`src/rtl/alu_pkg.sv`:
```
package alu_pkg;
  typedef enum logic [4:0] {
    OP_ADD   = 5'd0,
    OP_SUB   = 5'd1,
    OP_ADDV  = 5'd2,
    OP_SUBV  = 5'd3,
    OP_ADDX  = 5'd4,
    OP_SUBX  = 5'd5,
    OP_NEG   = 5'd6,
    OP_NOT   = 5'd7,
    OP_MV    = 5'd8,
    OP_SLL   = 5'd9,
    OP_SRL   = 5'd10,
    OP_SRA   = 5'd11,
    OP_SLL3  = 5'd12,
    OP_SRL3  = 5'd13,
    OP_SRA3  = 5'd14,
    OP_SLLI  = 5'd15,
    OP_SRLI  = 5'd16,
    OP_SRAI  = 5'd17,
    OP_SETH  = 5'd18
  } op_e;

  typedef enum logic [1:0] {
    SH_LL = 2'd0,
    SH_RL = 2'd1,
    SH_RA = 2'd2
  } shift_kind_e;
endpackage

```
`src/rtl/alu_addsub.sv`:
```
module alu_addsub #(
  parameter int W = 32
) (
  input  logic [W-1:0] a_i,
  input  logic [W-1:0] b_i,
  input  logic         inv_i,
  input  logic         cin_i,
  output logic [W-1:0] sum_o,
  output logic         carry_o,
  output logic         ovf_o
);
  logic [W-1:0] b_eff;
  logic [W:0]   full;
  logic         c_into_msb;

  always_comb begin
    b_eff      = inv_i ? ~b_i : b_i;
    full       = {1'b0, a_i} + {1'b0, b_eff} + {{W{1'b0}}, cin_i};
    sum_o      = full[W-1:0];
    carry_o    = full[W];
    // carry into sign position recovered from the sum bit
    c_into_msb = full[W-1] ^ a_i[W-1] ^ b_eff[W-1];
    ovf_o      = c_into_msb ^ full[W];
  end
endmodule

```
`src/rtl/alu_shifter.sv`:
```
module alu_shifter
  import alu_pkg::*;
#(
  parameter int W       = 32,
  parameter int SHAMT_W = $clog2(W)
) (
  input  logic [W-1:0]       val_i,
  input  logic [SHAMT_W-1:0] amt_i,
  input  shift_kind_e        kind_i,
  output logic [W-1:0]       val_o
);
  logic         left;
  logic         fill;
  logic [W-1:0] rev_in;
  logic [W-1:0] core_in;
  logic [W-1:0] rev_out;
  logic [W-1:0] stage [SHAMT_W+1];

  assign left = (kind_i == SH_LL);
  assign fill = (kind_i == SH_RA) ? val_i[W-1] : 1'b0;

  // left shift done as right shift on bit-reversed data
  for (genvar b = 0; b < W; b++) begin : g_rev
    assign rev_in[b]  = val_i[W-1-b];
    assign rev_out[b] = stage[SHAMT_W][W-1-b];
  end

  assign core_in  = left ? rev_in : val_i;
  assign stage[0] = core_in;

  for (genvar k = 0; k < SHAMT_W; k++) begin : g_stage
    localparam int STEP = 1 << k;
    assign stage[k+1] = amt_i[k] ? {{STEP{fill}}, stage[k][W-1:STEP]} : stage[k];
  end

  assign val_o = left ? rev_out : stage[SHAMT_W];
endmodule

```
`src/rtl/alu_cond_unit.sv`:
```
module alu_cond_unit
  import alu_pkg::*;
#(
  parameter int DATA_W  = 32,
  parameter int IMM_W   = 16,
  parameter int OP_W    = 5,
  parameter int SHAMT_W = $clog2(DATA_W)
) (
  input  logic [OP_W-1:0]    op_i,
  input  logic [DATA_W-1:0]  dst_i,
  input  logic [DATA_W-1:0]  src_i,
  input  logic [IMM_W-1:0]   imm16_i,
  input  logic [SHAMT_W-1:0] imm5_i,
  input  logic               cond_i,
  output logic [DATA_W-1:0]  result_o,
  output logic               result_we_o,
  output logic               cond_o,
  output logic               cond_we_o
);
  localparam int LOW_W = DATA_W - IMM_W;

  op_e                op;
  logic [DATA_W-1:0]  add_a, add_b, add_sum;
  logic               add_inv, add_cin, add_carry, add_ovf;
  logic [DATA_W-1:0]  sh_val, sh_res;
  logic [SHAMT_W-1:0] sh_amt;
  shift_kind_e        sh_kind;
  logic [DATA_W-1:0]  seth_val;
  logic               new_cond;

  assign op       = op_e'(op_i);
  assign seth_val = {imm16_i, {LOW_W{1'b0}}};

  // operand steering for the shared adder and shifter
  always_comb begin
    add_a   = dst_i;
    add_b   = src_i;
    add_inv = 1'b0;
    add_cin = 1'b0;
    sh_val  = dst_i;
    sh_amt  = src_i[SHAMT_W-1:0];
    sh_kind = SH_LL;
    case (op)
      OP_SUB, OP_SUBV: begin
        add_inv = 1'b1;
        add_cin = 1'b1;
      end
      OP_ADDX: add_cin = cond_i;
      OP_SUBX: begin
        add_inv = 1'b1;
        add_cin = ~cond_i;
      end
      OP_NEG: begin
        add_a   = '0;
        add_inv = 1'b1;
        add_cin = 1'b1;
      end
      OP_SRL: sh_kind = SH_RL;
      OP_SRA: sh_kind = SH_RA;
      OP_SLL3, OP_SRL3, OP_SRA3: begin
        sh_val  = src_i;
        sh_amt  = imm16_i[SHAMT_W-1:0];
        sh_kind = (op == OP_SLL3) ? SH_LL : (op == OP_SRL3) ? SH_RL : SH_RA;
      end
      OP_SLLI, OP_SRLI, OP_SRAI: begin
        sh_amt  = imm5_i;
        sh_kind = (op == OP_SLLI) ? SH_LL : (op == OP_SRLI) ? SH_RL : SH_RA;
      end
      default: ;
    endcase
  end

  alu_addsub #(.W(DATA_W)) u_addsub (
    .a_i     (add_a),
    .b_i     (add_b),
    .inv_i   (add_inv),
    .cin_i   (add_cin),
    .sum_o   (add_sum),
    .carry_o (add_carry),
    .ovf_o   (add_ovf)
  );

  alu_shifter #(.W(DATA_W), .SHAMT_W(SHAMT_W)) u_shifter (
    .val_i  (sh_val),
    .amt_i  (sh_amt),
    .kind_i (sh_kind),
    .val_o  (sh_res)
  );

  // result select and write enables
  always_comb begin
    result_o    = '0;
    result_we_o = 1'b1;
    cond_we_o   = 1'b0;
    new_cond    = cond_i;
    case (op)
      OP_ADD, OP_SUB, OP_NEG: result_o = add_sum;
      OP_ADDV, OP_SUBV: begin
        result_o  = add_sum;
        new_cond  = add_ovf;
        cond_we_o = 1'b1;
      end
      OP_ADDX: begin
        result_o  = add_sum;
        new_cond  = add_carry;
        cond_we_o = 1'b1;
      end
      OP_SUBX: begin
        result_o  = add_sum;
        new_cond  = ~add_carry;
        cond_we_o = 1'b1;
      end
      OP_NOT:  result_o = ~src_i;
      OP_MV:   result_o = src_i;
      OP_SLL, OP_SRL, OP_SRA, OP_SLL3, OP_SRL3, OP_SRA3,
      OP_SLLI, OP_SRLI, OP_SRAI: result_o = sh_res;
      OP_SETH: result_o = seth_val;
      default: result_we_o = 1'b0;
    endcase
    cond_o = new_cond;
  end
endmodule

```
`config.mk`:
```
export PLATFORM = sky130hd
export DESIGN_NAME = alu_cond_unit
export DESIGN_NICKNAME = d
export VERILOG_FILES = /design/src/rtl/alu_pkg.sv /design/src/rtl/alu_addsub.sv /design/src/rtl/alu_shifter.sv /design/src/rtl/alu_cond_unit.sv
export SDC_FILE = /design/constraint.sdc
export NUM_CORES = 1
export LEC_CHECK = 0
export BUFFER_PORTS_ARGS = -buffer_cell sky130_fd_sc_hd__buf_2
export CORE_ASPECT_RATIO = 1.2
export CORE_MARGIN = 5
export CORE_UTILIZATION = 55
export DETAILED_ROUTE_END_ITERATION = 7
export GPL_ROUTABILITY_DRIVEN = 0
export PLACE_DENSITY_LB_ADDON = 0.1
export SYNTH_ARGS = -nofsm -noshare
export SYNTH_HDL_FRONTEND = slang
export SYNTH_SLANG_ARGS = --single-unit
export TNS_END_PERCENT = 1
```
`constraint.sdc`:
```
create_clock -name vclk -period 15.6
set_clock_uncertainty 0.1 [all_clocks]
set_input_delay 3.12 -clock vclk [all_inputs]
set_output_delay 3.12 -clock vclk [all_outputs]
set_load 0.02 [all_outputs]
```
# Word level (Yosys, flattened, before mapping)
# Cells that the tools add are included.
# totals
out_inout_bits	35
elab_cells	61
in_bits	91
ff_bits	0
# classes
mux	23
eq_ne	19
add_sub_neg	2
bitwise_logic	6
reduce_logical	11
# op_table
cell	count
$mux W32	10
$pmux W32 S5	1
$eq A5 B4 Y1 const B	8
$add A32 B32 Y33	1
$add A33 B1 Y33	1
$not A32 Y32	1
$eq A5 B3 Y1 const B	4
$reduce_or A19 Y1	1
$eq A5 B5 Y1 const B	3
$eq A5 B2 Y1 const B	2
$pmux W5 S2	1
$reduce_or A3 Y1	3
$reduce_or A9 Y1	1
$mux W2	4
$pmux W2 S4	1
$reduce_or A4 Y1	2
$reduce_or A7 Y1	1
$pmux W1 S3	2
$eq A5 B1 Y1 const B	1
$logic_not A5 Y1	1
$mux W1	4
$xor A1 B1 Y1	3
$eq A2 B2 Y1 const B	1
$logic_not A2 Y1	1
2 further kinds	3

# Logic depth before layout (Yosys ltp)
# logic_depth
ltp_word	13
ltp_mapped	19
mapped_depth_nobuf	16

# Hierarchy
# From an unflattened synthesis, not the netlist that was laid out.
# hier_totals
hier_cells	938
area_unflattened_um2	7165.6
# modules_own_cells
module	area_each_um2	cells_per_inst	n_inst	seq_area_each_um2
alu_shifter	2916.5	366	1	0.0
alu_addsub	2179.6	296	1	0.0
alu_cond_unit	2069.5	276	1	0.0

# Worst setup path after synthesis
# OpenSTA, ideal clock, no wires.
# synth_timing
path_type	input port to output port
startpoint	in op_i[2]
endpoint	out result_o[14]
required_ps	12380
path_slack_ps	5215
t_arrival_ps	7165
n_path_buf	3
stages	19
cell_sequence	buf_6 > clkbuf_1 > nand2_1 > xnor2_1 > nand2_1 > buf_1 > xnor2_1 > fa_1 > fa_1 > a21o_1 > a21oi_1 > o21ai_0 > nand2_1 > nor3_1 > or2_2 > a41oi_1 > xnor2_1 > a221oi_1 > o211ai_1
# synth_between
elab_chain_cells	13
word_cells_on_any_way	49
cone_classes	add/sub: 2; eq/ne: 19; mux: 20; reduce/logical: 8
# synth_rtl
element	line_no	rtl
from (decl)	alu_cond_unit.sv:9	input logic [OP_W-1:0] op_i,
parallel branches: the longest is 12 deep, another holds $add A32 B32 Y33	n/a	
$pmux W32 S5 *	alu_cond_unit.sv:96	case (op)
to (decl)	alu_cond_unit.sv:15	output logic [DATA_W-1:0] result_o,
# Mark *: on every way between the ends.

# Worst setup path in the final report
# layout_timing
startpoint	in op_i[4]
endpoint	out result_o[29]
# The elaborated chain is that of the path after synthesis.

==> summary.md <==
| Metric | Value |
|---|---|
| Die Y | `127 microns` |
| Synth Instances | `854` |
| Crit path largest cell delay | `0.86 ns` |
| # rows | `42` |
| Power per cell area | `59.7 mW/mm^2` |
| CP max FO | `32` |
| Seq Cell Count | `0` |
| Antenna violations before repair | `0` |
| Slew @ Worst Pin | `1.07 ns` |
| Core area | `0.0110 sq mm` |
| Critical path endpoint category | `output pin` |
| Dpl cells | `1060` |
| Initial Util | `56.4%` |
| Cells on Worst Hold Path | `3` |
| Synth Warn # | `0` |
| DR vias/cell | `7.17` |
| Relative slew slack | `28.4%` |
| RSZ-0062 raised after global routing | `false` |
| CP startpoint kind | `input pin` |
| Via count | `7605` |
| Register area share after synthesis | `0%` |
| HP Start | `op_i[4]` |
| Grt total ovfl | `0` |
| Slowest cell on the critical path | `nand3_1` |
| Setup CP Type | `in2out` |
| Remaining antenna violation count | `0` |
| P_leak | `2.95 nW` |
| Status | `finished clean` |
| Max_cap viols | `0` |
| Share of layout cells above drive strength 1 | `20.7%` |
| Die area | `0.0135 sq mm` |
| Initial DRT Pass Iterations | `6` |
| Pin count of the biggest net entering global routing | `46` |
| DRC | `0` |
| Fmax achieved | `about 84 MHz` |
| Post_cts resized | `0` |
| Worst ir drop on vdd | `0.0304 mV` |
| Hold_buf cts | `0` |
| Hold Crit Class | `in2out` |
| Vias in the first global route | `7173` |
| I/O Buffers | `126` |
| Final nets | `1054` |
| Total GRT Usage | `34.6%` |
| Detailed Place HPWL | `19700 microns` |
| Area growth from synthesis to layout | `8.85%` |
| Synth Area per Inst | `7.29 sq um` |
| Mapped cell area | `between 0.006 and 0.007 sq mm` |
| Storage cell area | `0 sq um` |
| Data required, critical path | `12.38 ns` |
| Fin crit period | `11.96 ns` |
| Routed WL per cell | `roughly 24 microns` |
| Syn nets | `978` |
| Routed WL | `25100 microns` |
| Layout Cells excl Fill | `roughly 1100` |
| First-pass GRT wire length | `38000 microns` |
| Max Slew Vio Count | `0` |
| Crit. Startpoint | `op_i[4]` |
| Chip width | `107 microns` |
| Critical-path cell list | `buf_2 -> nor2_1 -> nand3_1 -> and2_1 -> fa_1 -> a211oi_1 -> o21ai_0 -> a211oi_1 -> o21ai_0 -> a211oi_1 -> o21ai_0 -> a2111oi_0 -> a41oi_1 -> o211ai_1 -> o21bai_1 -> buf_2` |
| Yosys cell types | `71` |
| Post-CTS setup-driven buffer insertion count | `0` |
| Antenna diodes | `0` |
| Ports | `roughly 130` |
| Final worst path period share | `between 70 and 80%` |
| Detailed Route Iter0 Violations | `~840` |
| Fin Setup TNS | `0 ns` |
| Final Hold Fails | `0` |
| CLK BUF | `0` |
| Final setup viols | `0` |
| CP arrival | `8.74 ns` |
area by class of cell:
cell class / instances / area (sq um)
Tap cell: 132 / 165
Inverter: 5 / 18.8
Fill cell: 1075 / 4260
Timing Repair Buffer: 140 / 736
Multi-Input combinational cell: 783 / 5850
critical path: cells and delay by family:
| family | cells | cell delay, ns |
|---|---|---|
| buffers and inverters | 2 | 0.34 |
| AOI/OAI and AO/OA | 10 | 3.10 |
| adders and majority gates | 1 | 0.46 |
| and+or+nand+nor | 3 | 1.74 |
metrics by stage:
stage	power, W	utilization, %	setup slack, ns	hold WS, ns	area, sq um
floorplan	0.000282	-	5.21	6.35	6220
global placement	0.000382	61.4	4.25	6.51	6770
detailed placement	0.000389	61.4	3.88	6.51	6770
CTS	0.000391	61.4	3.87	6.52	6770
global route	0.000428	61.4	3.35	6.54	6770
finish	0.000404	61.4	3.64	6.51	6770
cells by family (layout without fill, tap and decap cells):
family | after synthesis | after routing | share of synthesized area [%]
and+or+nand+nor | 259 | 259 | 19.9
adders and majority gates | 33 | 33 | 6.88
AOI/OAI and AO/OA | 269 | 269 | 31.8
muxes | 158 | 158 | 26.3
buffers and inverters | 71 | 145 | 6.09
xor gates and xnor gates | 64 | 64 | 9.01
metal layers:
metal  global-route usage (%)  vias to the layer above  share of wire (%)
met5                        0                        -                  0
met4                     15.6                        0                5.5
met3                     6.71                      113                 12
met2                     56.7                      564                 46
met1                     43.5                     3501                 37
li1                         -                     3427                  -
cells in the mapped netlist (all sizes together) (4+ instances only):
library cell / n / area, sq um
clkbuf: 35 / 131
a211oi: 12 / 95.1
mux2i: 125 / 1260
nand3b: 4 / 30.0
a221oi: 34 / 339
or2: 4 / 25.0
a211o: 8 / 70.1
a221o: 13 / 130
xor2: 13 / 114
and3: 7 / 48.8
and2: 43 / 272
nand2: 73 / 274
nor3: 14 / 70.1
o211ai: 21 / 158
buf: 31 / 229
o22ai: 10 / 62.6
nor2: 80 / 308
a22oi: 4 / 30.0
nor2b: 5 / 31.3
o21bai: 4 / 30.0
a21boi: 4 / 30.0
a21o: 14 / 105
ha: 31 / 388
o31ai: 5 / 37.5
xnor2: 51 / 447
mux2: 33 / 375
nand3: 15 / 75.1
nand2b: 4 / 25.0
o221ai: 12 / 105
a31oi: 8 / 50.1
o21ai: 44 / 220
a21oi: 43 / 215
inv: 5 / 18.8
where the power goes:
part / leakage (nW) / internal (W) / switching [W] / total, W
Clock: 0 / 0 / 0 / 0
Combinational: 2.95 / 0.000155 / 0.000249 / 0.000404
Sequential: 0 / 0 / 0 / 0
placed cells by master, fill, tap and decap left out, types with 4 or more instances in the layout:
cell,instances
o22ai_1,10
nand2_1,72
ha_1,31
buf_2,126
buf_4,14
a31oi_1,8
and3_1,6
nor2_1,79
o221ai_1,12
nand3b_1,4
o31ai_1,5
a21oi_1,43
a22oi_1,4
mux2_2,32
o21ai_1,4
mux2i_1,124
or2_2,4
inv_1,5
xor2_1,13
nor3_1,14
xnor2_1,51
o21bai_1,4
nand3_1,15
a211oi_1,11
a221oi_1,30
a211o_1,8
a221o_1,13
o211ai_1,21
nor2b_1,5
nand2b_1,4
o21ai_0,40
a21o_1,14
and2_1,41
final timing paths:
path,to,slack [ns]
setup / recovery,result_o[29],3.64
hold / removal,result_we_o,6.51
Power figures use the tool's default switching activity.
